File: src/rtl/vint_pkg.sv
package vint_pkg;
  localparam int NRANK  = 16;
  localparam int IDX_W  = 4;
  localparam int RANK_W = 5;
  // bit i = rank i+1 ; ranks 1 (trap), 2, 8 (reserved) and 16 (default) are not maskable
  localparam logic [NRANK-1:0] MASKABLE = 16'h7F7C;

  function automatic logic [7:0] vec_off(input logic [IDX_W-1:0] idx);
    return 8'hFE - {3'b000, idx, 1'b0};
  endfunction

  function automatic logic [7:0] page_of(input logic [15:0] a);
    return a[15:8] + {7'd0, (a[7:0] == 8'hFF)};
  endfunction
endpackage

File: src/rtl/vint_prio_enc.sv
module vint_prio_enc #(
  parameter int N = 16,
  parameter logic [N-1:0] MASK = '1,
  localparam int IW = $clog2(N)
) (
  input  logic [N-1:0]  en_i,
  input  logic [N-1:0]  pend_i,
  output logic          any_o,
  output logic [IW-1:0] idx_o
);
  logic [N-1:0] act;

  for (genvar i = 0; i < N; i++) begin : g_act
    if (MASK[i]) begin : g_live
      assign act[i] = en_i[i] & pend_i[i];
    end else begin : g_dead
      assign act[i] = 1'b0;
    end
  end

  always_comb begin
    idx_o = IW'(N - 1);
    for (int i = N - 1; i >= 0; i--) begin
      if (act[i]) idx_o = IW'(i);
    end
  end

  assign any_o = |act;
endmodule

File: src/rtl/vint_entry_seq.sv
module vint_entry_seq #(
  parameter int CYC = 7,
  localparam int CW = (CYC > 1) ? $clog2(CYC) : 1,
  localparam logic [CW-1:0] LAST = CW'(CYC - 1)
) (
  input  logic clk,
  input  logic rst,
  input  logic start_i,
  output logic busy_o,
  output logic jam_o,
  output logic push_o,
  output logic load_o
);
  logic [CW-1:0] cnt;

  always_ff @(posedge clk) begin
    if (rst) begin
      busy_o <= 1'b0;
      cnt    <= '0;
    end else if (start_i && !busy_o) begin
      busy_o <= 1'b1;
      cnt    <= '0;
    end else if (busy_o) begin
      if (cnt == LAST) busy_o <= 1'b0;
      cnt <= cnt + 1'b1;
    end
  end

  assign jam_o  = busy_o && (cnt == '0);
  assign push_o = busy_o && (cnt == CW'(1));
  assign load_o = busy_o && (cnt == LAST);

  AST_ENTRY_HOLD: assert property (@(posedge clk) disable iff (rst)
    (busy_o && !load_o) |=> busy_o);
  AST_STROBE_ONEHOT: assert property (@(posedge clk) disable iff (rst)
    $onehot0({jam_o, push_o, load_o}));
  AST_START_JAM: assert property (@(posedge clk) disable iff (rst)
    $rose(busy_o) |-> jam_o);
endmodule

File: src/rtl/vint_arbiter.sv
module vint_arbiter
  import vint_pkg::*;
#(
  parameter int ADDR_W = 16,
  parameter int ENTRY_CYC = 7,
  parameter logic [ADDR_W-1:0] DISPATCH = 16'h00FF
) (
  input  logic                 clk,
  input  logic                 rst,
  input  logic [NRANK-1:0]     src_en_i,
  input  logic [NRANK-1:0]     src_pend_i,
  input  logic                 swtrap_i,
  input  logic                 gie_wr_i,
  input  logic                 gie_wdata_i,
  input  logic                 boundary_i,
  input  logic                 trap_ret_i,
  input  logic [ADDR_W-1:0]    pc_i,
  input  logic [ADDR_W-1:0]    vis_pc_i,
  output logic                 gie_o,
  output logic                 irq_o,
  output logic                 busy_o,
  output logic                 jam_o,
  output logic                 push_o,
  output logic [ADDR_W-1:0]    ret_addr_o,
  output logic                 pc_load_o,
  output logic [ADDR_W-1:0]    pc_target_o,
  output logic                 trap_act_o,
  output logic [RANK_W-1:0]    sel_rank_o,
  output logic [ADDR_W-1:0]    vec_addr_o
);
  logic             m_any;
  logic [IDX_W-1:0] m_idx;
  logic [IDX_W-1:0] win_idx;
  logic             req;
  logic             start;

  vint_prio_enc #(.N(NRANK), .MASK(MASKABLE)) u_enc (
    .en_i   (src_en_i),
    .pend_i (src_pend_i),
    .any_o  (m_any),
    .idx_o  (m_idx)
  );

  vint_entry_seq #(.CYC(ENTRY_CYC)) u_seq (
    .clk     (clk),
    .rst     (rst),
    .start_i (start),
    .busy_o  (busy_o),
    .jam_o   (jam_o),
    .push_o  (push_o),
    .load_o  (pc_load_o)
  );

  assign win_idx = swtrap_i ? '0 : m_idx;
  assign req     = swtrap_i | (gie_o & ~trap_act_o & m_any);
  assign start   = boundary_i & ~busy_o & req;
  assign pc_target_o = DISPATCH;

  always_ff @(posedge clk) begin
    if (rst) begin
      gie_o      <= 1'b0;
      irq_o      <= 1'b0;
      trap_act_o <= 1'b0;
      sel_rank_o <= RANK_W'(NRANK);
      vec_addr_o <= '0;
      ret_addr_o <= '0;
    end else begin
      irq_o <= req;
      if (start)         gie_o <= 1'b0;
      else if (gie_wr_i) gie_o <= gie_wdata_i;
      if (start && swtrap_i) trap_act_o <= 1'b1;
      else if (trap_ret_i)   trap_act_o <= 1'b0;
      if (!busy_o) begin
        sel_rank_o <= RANK_W'(win_idx) + RANK_W'(1);
        vec_addr_o <= {page_of(vis_pc_i), vec_off(win_idx)};
      end
      if (start) ret_addr_o <= pc_i;
    end
  end

  AST_GIE_CLEARED: assert property (@(posedge clk) disable iff (rst)
    $rose(busy_o) |-> !gie_o);
  AST_NO_NEST: assert property (@(posedge clk) disable iff (rst)
    (start && trap_act_o) |-> swtrap_i);
  AST_MASKED_NEEDS_GIE: assert property (@(posedge clk) disable iff (rst)
    (start && !swtrap_i) |-> gie_o);
  AST_SEL_FROZEN: assert property (@(posedge clk) disable iff (rst)
    (busy_o && $past(busy_o)) |-> ($stable(sel_rank_o) && $stable(vec_addr_o)));
  AST_RANK_RANGE: assert property (@(posedge clk) disable iff (rst)
    (sel_rank_o >= RANK_W'(1)) && (sel_rank_o <= RANK_W'(NRANK)));
endmodule

File: config.mk
export PLATFORM = sky130hd
export DESIGN_NAME = vint_arbiter
export DESIGN_NICKNAME = d
export VERILOG_FILES = /design/src/rtl/vint_pkg.sv /design/src/rtl/vint_prio_enc.sv /design/src/rtl/vint_entry_seq.sv /design/src/rtl/vint_arbiter.sv
export SDC_FILE = /design/constraint.sdc
export NUM_CORES = 1
export LEC_CHECK = 0
export ABC_AREA = 1
export BUFFER_PORTS_ARGS = -buffer_cell sky130_fd_sc_hd__clkbuf_2
export CAP_MARGIN = 15
export CELL_PAD_IN_SITES_DETAIL_PLACEMENT = 0
export CELL_PAD_IN_SITES_GLOBAL_PLACEMENT = 2
export CORE_MARGIN = 3
export CORE_UTILIZATION = 21
export CTS_CLUSTER_DIAMETER = 120
export CTS_CLUSTER_SIZE = 40
export DETAILED_ROUTE_END_ITERATION = 16
export HOLD_SLACK_MARGIN = 0.1
export PLACE_DENSITY_LB_ADDON = 0.1
export SYNTH_ARGS = -nofsm -noshare
export SYNTH_HDL_FRONTEND = slang
export SYNTH_SLANG_ARGS = --single-unit
File: constraint.sdc
create_clock -name clk -period 1.8 [get_ports clk]
set_input_delay 0.18 -clock clk [delete_from_list [all_inputs] [get_ports clk]]
set_output_delay 0.18 -clock clk [all_outputs]
set_load 0.005 [all_outputs]
==> impl_metrics.csv, run 1 <==
group,metric,value,unit
run_status,outcome,"complete, no violations",
synthesis,syn_area,2151,um2
setup_path,r2r_start,"gie_o$_SDFFE_PP0P_",
pwr,power.leakage,0.001480,uW
routing,viasPerCell,3.913,
floorplanning,num_rows,36,
routing,wl,6172,um
setup_path,crit_arrival,1.22,ns
floorplanning,die_w,107.2,um
final_layout,drive_above_1_share,0.3678,
sta,finalCriticalPeriod,1.399,ns
clocking,numCtsBuffers,5,
global_routing,grt_pass1_wl,9556,um
pwr,powerDensity,705.9,nW/um2
routing,num_vias,2074,
floorplanning,io_pins,131,
sta,drv_slew,0,
setup_path,startpoint,"u_seq.cnt[0]$_SDFFE_PP0P_",
routing,ant_nets,0,
sta,finalHoldViolations,0,
routing,drt_iter0_drc,31,
placement,gp_congestion,0.6636,
setup_path,cp-start-kind,"flip-flop",
setup_path,setup.worst_path.end_class,"primary output",
setup_path,timing.critical_path.mode_cell,"inv_1",
clocking,postCtsSetupBuffers,0,
sta,hold-worst-slack,0.1418,ns
setup_path,required,1.62,ns
pwr,power,1987,uW
routing,met2RoutedLength,2776,um
synthesis,synth_edf_count,0,
final_layout,diodes,0,
sta,max_freq,714.8,MHz
routing,avgRoutedWirePerCell,11.65,um
floorplanning,coreArea,9864,um2
routing,first_pass_iters,4,
sta,fin_skew,0.003599,ns
synthesis,synth_common_cells,"nand2_1, dfxtp_1, nor2_1",
sta,setup_violations,0,
clocking,cts_tree,"built",
synthesis,yosysTopAreaCell,"dfxtp_1",
global_routing,antenna_found_initial,0,
clocking,clk_pin_slew,0.08,ns
placement,post-place-ws,0.1858,ns
global_routing,grt_max_degree,30,
sta,setup_tns,0,ns
floorplanning,initial_utilization,0.2180,
global_routing,grt_pass1_vias,2040,
floorplanning,dieArea,11490,um2
sta,fin_crit_sh,0.7773,
clocking,clockBufferDepth,2,
final_layout,design_area,2815,um2
setup_path,path_cells,"inv_1 > ha_1 > inv_1 > nor3_1 > clkbuf_2",
clocking,clk_latency,0.29,ns
job,drv_cap,0,
synthesis,synth_top_flop_cell,"dfxtp_1",
sta,rsz0062_at_grt,"false",
pwr,peakVddDrop,0.2464,mV
synthesis,seq_area_frac_synth,0.3723,
setup_path,cp_slowest_cell,"dfxtp_1",
clocking,cts.sinks,40,
synthesis,yosysWarnings,0,
floorplanning,dieHeight,107.2,um
clocking,hold_buffers,0,
synthesis,synth_cell_types,28,
global_routing,gr-total-overflow,0,
synthesis,ys_top_cells_by_area,"dfxtp_1, nand2_1, buf_4",
synthesis,async_flop_share,0,
clocking,cts-resized-gates,0,
routing,dr_wl_met3,511,um
synthesis,syn-mean-instance-area,7.341,um2
final_layout,area_growth,30.89,%
synthesis,synthCells,293,
placement,place_hpwl,4839,um
worst_hold_path,min_path_type,"in2reg",
clocking,cts.htree.levels,2,
final_layout,nets,475,
routing,m1WireLength,2846,um
global_routing,grtUsageTotal,0.1050,
clocking,cts-root-buf,"clkbuf_8",
setup_path,path_max_fanout,4,
placement,portBuffers,105,
sta,setup_ws,0.4009,ns
synthesis,synth_seq_cells,40,
synthesis,synth_most_common_cell,"nand2_1",
routing,top_layer,"met4",
setup_path,critPathMaxStageDelay,0.35,ns
routing,drc,0,
setup_path,path_class,"reg2out",
placement,placed_cell_area,2738,um2
synthesis,synth_top_cell_area_share,0.3723,
worst_hold_path,worst_hold_startpoint,"pc_i[4]",
[cells in the final DEF, fill, tap and decap left out, types with 3 or more instances in the layout]
cell,count
nand2_1,54
nor2_1,33
ha_1,7
clkbuf_8,5
xor2_1,6
dfxtp_1,40
a21oi_2,9
o21ai_0,11
o211ai_1,3
inv_1,28
conb_1,17
nand3_1,23
buf_4,7
clkbuf_2,105
nand2_2,12
a21oi_1,17
nand4_1,5
[final timing paths]
kind	endpoint	slack (ns)	cells after the start
setup / recovery	pc_load_o	0.40	5
hold reg to reg	ret_addr_o[0]$_SDFFE_PP0P_	0.46	2
hold / removal	ret_addr_o[4]$_SDFFE_PP0P_	0.14	3
setup reg to reg	u_seq.cnt[2]$_SDFFE_PP0P_	0.49	5
[logic make-up (layout without fill, tap and decap cells)]
family	Yosys count	after routing	share of synthesized area
AOI/OAI and AO/OA	42	42	0.1169
xor gates and xnor gates	7	7	0.02851
DFF	40	40	0.3723
and+or+nand+nor	135	135	0.2833
buffers and inverters	59	148	0.1501
other	2	17	0.003492
adders and majority gates	7	7	0.04072
muxes	1	1	0.004654
[where the power goes]
part           switching [uW]  internal (uW)  leakage, uW
sequential               36.0            946     0.000330
clock                     314            264    0.0000410
combinational             241            186      0.00111
total                     591           1400      0.00148
[worst max-delay path: cells and delay by family, from the launching register on]
family / cells / cell delay, ns
AND/OR/NAND/NOR: 1 / 0.13
flip-flops: 1 / 0.35
adder cells (fa/ha/maj): 1 / 0.15
buffers and inverters: 3 / 0.30
[routing by layer]
metal | vias to the layer above | GRT usage
met2 | 75 | 0.1716
li1 | 1101 | -
met4 | 0 | 0.02831
met5 | - | 0
met3 | 5 | 0.03612
met1 | 893 | 0.1312
[registers in the layout (all words and copies together), names as in the netlist]
signal / flops
vec_addr_o: 12
u_seq.cnt: 3
ret_addr_o: 16
trap_act_o: 1
gie_o: 1
u_seq.busy_o: 1
irq_o: 1
sel_rank_o: 5
[cell type report]
class / count / area (um2)
timing repair buffer: 112 / 578.1
clock buffer: 6 / 72.57
multi-input combinational: 209 / 1084
tap: 133 / 166.4
clock inverter: 1 / 5.005
sequential: 40 / 800.8
inverter: 29 / 108.9
fill: 1130 / 7049
[metrics by stage]
step / std cells / util
3_5_place_dp: 523 / 0.2775
3_3_place_gp: 523 / 0.2775
6_report: 530 / 0.2854
2_1_floorplan: 308 / -
4_1_cts: 530 / 0.2854
5_1_grt: 530 / 0.2854
No activity file was read; power rests on OpenSTA's default activity.
==> run 2, diff against run 1 <==
--- a/config.mk
+++ b/config.mk
@@ -5,13 +5,13 @@
 export SDC_FILE = /design/constraint.sdc
 export NUM_CORES = 1
 export LEC_CHECK = 0
-export ABC_AREA = 1
+export ABC_AREA = 0
 export BUFFER_PORTS_ARGS = -buffer_cell sky130_fd_sc_hd__clkbuf_2
 export CAP_MARGIN = 15
 export CELL_PAD_IN_SITES_DETAIL_PLACEMENT = 0
 export CELL_PAD_IN_SITES_GLOBAL_PLACEMENT = 2
 export CORE_MARGIN = 3
-export CORE_UTILIZATION = 21
+export CORE_UTILIZATION = 22
 export CTS_CLUSTER_DIAMETER = 120
 export CTS_CLUSTER_SIZE = 40
 export DETAILED_ROUTE_END_ITERATION = 16
==> constraint.sdc (replaced) <==
create_clock -name clk -period 1.4 [get_ports clk]
set_input_delay 0.14 -clock clk [delete_from_list [all_inputs] [get_ports clk]]
set_output_delay 0.14 -clock clk [all_outputs]
set_load 0.005 [all_outputs]
==> run 2 against run 1 <==
  * Core utilization is 7.3 points higher
  * Register-to-register slack worse by 0.39 ns
  * Highest routed layer unchanged
  * Combinational power is 56% higher
  * Sequential power is 28% higher
  * Total power is 45% higher
  * Via count is 5.7% lower
  * Area after synthesis is 6.2% lower
  * Largest cell class unchanged
  * Routed wire length is 7.4% lower
  * Final cell count is 9.2% lower
  * Clock power is 64% higher
==> impl_metrics.csv, run 2 <==
group,metric,value,unit
run_status,outcome,"complete, no violations",
global_routing,busiest_layer,"met2",
clocking,numCtsBuffers,5,
routing,ant_nets,0,
clocking,clk_pin_slew,0.08,ns
placement,portBuffers,105,
synthesis,synthCells,224,
synthesis,synth_edf_count,0,
final_layout,reg_top3,"ret_addr_o x16, vec_addr_o x12, sel_rank_o x5",
global_routing,grt_pass1_wl,9052,um
global_routing,grt_use_met1,0.1519,
routing,num_vias,1955,
clocking,cts.sinks,40,
final_layout,final_cell_mix,"clkbuf_2, nor2_1, dfxtp_1, buf_4, mux2i_1",
floorplanning,coreArea,8806,um2
sta,max_freq,727.0,MHz
pwr,power,2879,uW
pwr,powerDensity,913.5,nW/um2
clocking,cts_tree,"built",
synthesis,synth_top_cell_area_share,0.3970,
synthesis,async_flop_share,0,
pwr,p_int,2118,uW
pwr,switching_power,760.6,uW
final_layout,regMostFlops,"ret_addr_o",
sta,setup_violations,0,
routing,first_pass_iters,4,
pwr,power.leakage,0.001549,uW
pwr,clkPwrFrac,0.329,
sta,fin_skew,0.005249,ns
routing,drc,0,
clocking,cts-root-buf,"clkbuf_8",
floorplanning,io_pins,131,
pwr,peakVddDrop,0.3386,mV
pwr,p_comb_frac,0.231,
sta,rsz0062_at_grt,"true",
clocking,clockBufferDepth,2,
setup_path,path_max_fanout,3,
synthesis,synth_top_flop_cell,"dfxtp_1",
clocking,cts.htree.levels,2,
placement,place_inst,450,
synthesis,synth_cell_types,42,
pwr,switching_share,0.2642,
pwr,p_seq_frac,0.439,
synthesis,syn-mean-instance-area,9.004,um2
floorplanning,num_rows,34,
routing,avgRoutedWirePerCell,11.89,um
global_routing,grtUsageTotal,0.1097,
setup_path,cp_slowest_cell,"a221oi_2",
global_routing,grt_pass1_vias,1871,
synthesis,synth_most_common_cell,"nor2_1",
setup_path,required,1.57,ns
sta,drv_slew,0,
floorplanning,dieArea,10350,um2
floorplanning,initial_utilization,0.2290,
final_layout,final_common_cell,"clkbuf_2",
synthesis,synth_common_cells,"nor2_1, dfxtp_1, mux2i_1",
sta,finalCriticalPeriod,1.376,ns
final_layout,diodes,0,
final_layout,largest_register_ffs,16,
synthesis,syn_area,2017,um2
global_routing,gr-total-overflow,0,
synthesis,ys_top_cells_by_area,"dfxtp_1, mux2i_1, nor2_1",
sta,finalHoldViolations,0,
final_layout,area_growth,56.27,%
setup_path,crit_arrival,1.55,ns
placement,gp_congestion,0.6967,
setup_path,setup.worst_path.end_class,"flip-flop",
clocking,clk_latency,0.29,ns
final_layout,finalNonFillerCells,481,
global_routing,grt_max_degree,19,
global_routing,use_met3,0.03306,
routing,viasPerCell,4.064,
setup_path,cp-start-kind,"input pin",
setup_path,path_cells,"buf_6 > a22o_1 > a31oi_1 > o211ai_1 > a221oi_2 > ha_2 > mux2i_1 > nor2_1",
placement,place_hpwl,4393,um
final_layout,num-fill-cells,939,
synthesis,synth_seq_cells,40,
global_routing,antenna_found_initial,0,
job,drv_cap,0,
final_layout,nets,450,
sta,fin_crit_sh,0.9825,
synthesis,yosysTopAreaCell,"dfxtp_1",
setup_path,critPathMaxStageDelay,0.33,ns
routing,drt_iter0_drc,73,
synthesis,yosysWarnings,0,
final_layout,drive_above_1_share,0.4397,
floorplanning,dieHeight,101.8,um
setup_path,path_class,"in2reg",
synthesis,seq_area_frac_synth,0.3970,
floorplanning,die_w,101.8,um
worst_hold_path,min_path_type,"in2reg",
global_routing,met2_usage,0.1665,
routing,wl,5717,um
-- run 2: changes by cell type after synthesis, sizes merged, moves of 4 or more --
cell    delta
nand3     -19
a211oi     +5
mux2i     +21
a21oi     -15
o21ai     -11
inv       -26
nor2       +7
nand2     -53
a22o       +4
-- run 2: stage by stage --
stage | worst slack, ns | area [um2] | hold slack, ns | TNS [ns] | util
after floorplan | -0.05203 | 2088 | 0.2574 | -0.09469 | -
after global placement | -0.3233 | 2749 | 0.3773 | -4.328 | 0.3122
after detailed placement | -0.3515 | 2749 | 0.3842 | -4.270 | 0.3122
after CTS | 0.002218 | 3075 | 0.1156 | 0 | 0.3492
after global routing | -0.1088 | 3152 | 0.1772 | -0.3040 | 0.3579
final | 0.02450 | 3152 | 0.1174 | 0 | 0.3579
-- run 2: cells by family after synthesis --
group / synth area share
adders and majority gates: 0.04342
buffers and inverters: 0.1110
xor gates and xnor gates: 0.03908
AOI/OAI and AO/OA: 0.1290
DFF: 0.3970
and+or+nand+nor: 0.1675
other: 0.003723
muxes: 0.1092
-- run 2: critical path: cells and delay by family --
| family | cells | cell delay, ns |
|---|---|---|
| multiplexers | 1 | 0.12 |
| AND/OR/NAND/NOR | 1 | 0.05 |
| AO/OA/AOI/OAI | 4 | 0.82 |
| buffers and inverters | 1 | 0.09 |
| adder cells (fa/ha/maj) | 1 | 0.33 |
-- run 2: final cells by class --
type,instances,area (um2),share of cell area
flip-flops and latches,40,804.5,0.2553
clock inverters,2,35.03,0.01112
well taps,108,135.1,0.04287
inverters,4,16.27,0.005161
multi-input cells,166,1092,0.3466
repair buffers,155,996.0,0.3160
clock buffers,6,72.57,0.02303
-- run 2: path summary, 6_finish.rpt --
| path | startpoint | endpoint | slack, ns | cells after the start |
|---|---|---|---|---|
| max | src_en_i[10] | sel_rank_o[1]$_SDFFE_PP0N_ | 0.02 | 8 |
| min | gie_wdata_i | gie_o$_SDFFE_PP0P_ | 0.12 | 3 |
| max reg2reg | gie_o$_SDFFE_PP0P_ | u_seq.cnt[1]$_SDFFE_PP0P_ | 0.10 | 5 |
| min reg2reg | vec_addr_o[12]$_SDFFE_PP0N_ | vec_addr_o[12]$_SDFFE_PP0N_ | 0.46 | 2 |
-- run 2: repair_timing --
action,CTS,global route
buffers inserted,4,2
hold buffers,16,0
gates resized for setup,9,13
pin swaps,2,6
endpoints found under the hold margin,16,0
cloned,0,1
setup endpoints to repair,21,21
-- run 2: per-layer routing --
metal	wire length, um	share of wire	vias to the layer above
li1	-	-	1028
met1	2719	0.48	848
met2	2499	0.44	77
met3	465	0.081	2
met4	31	0.0054	0
met5	0	0	-
-- run 2: power by group through the flow --
stage,Clock (uW),Combinational [uW],Sequential (uW)
3_3_place_gp,0,583,1290
4_1_cts,992,643,1270
3_5_place_dp,0,579,1290
5_1_grt,1030,749,1280
6_report,949,666,1260
2_1_floorplan,0,315,1290
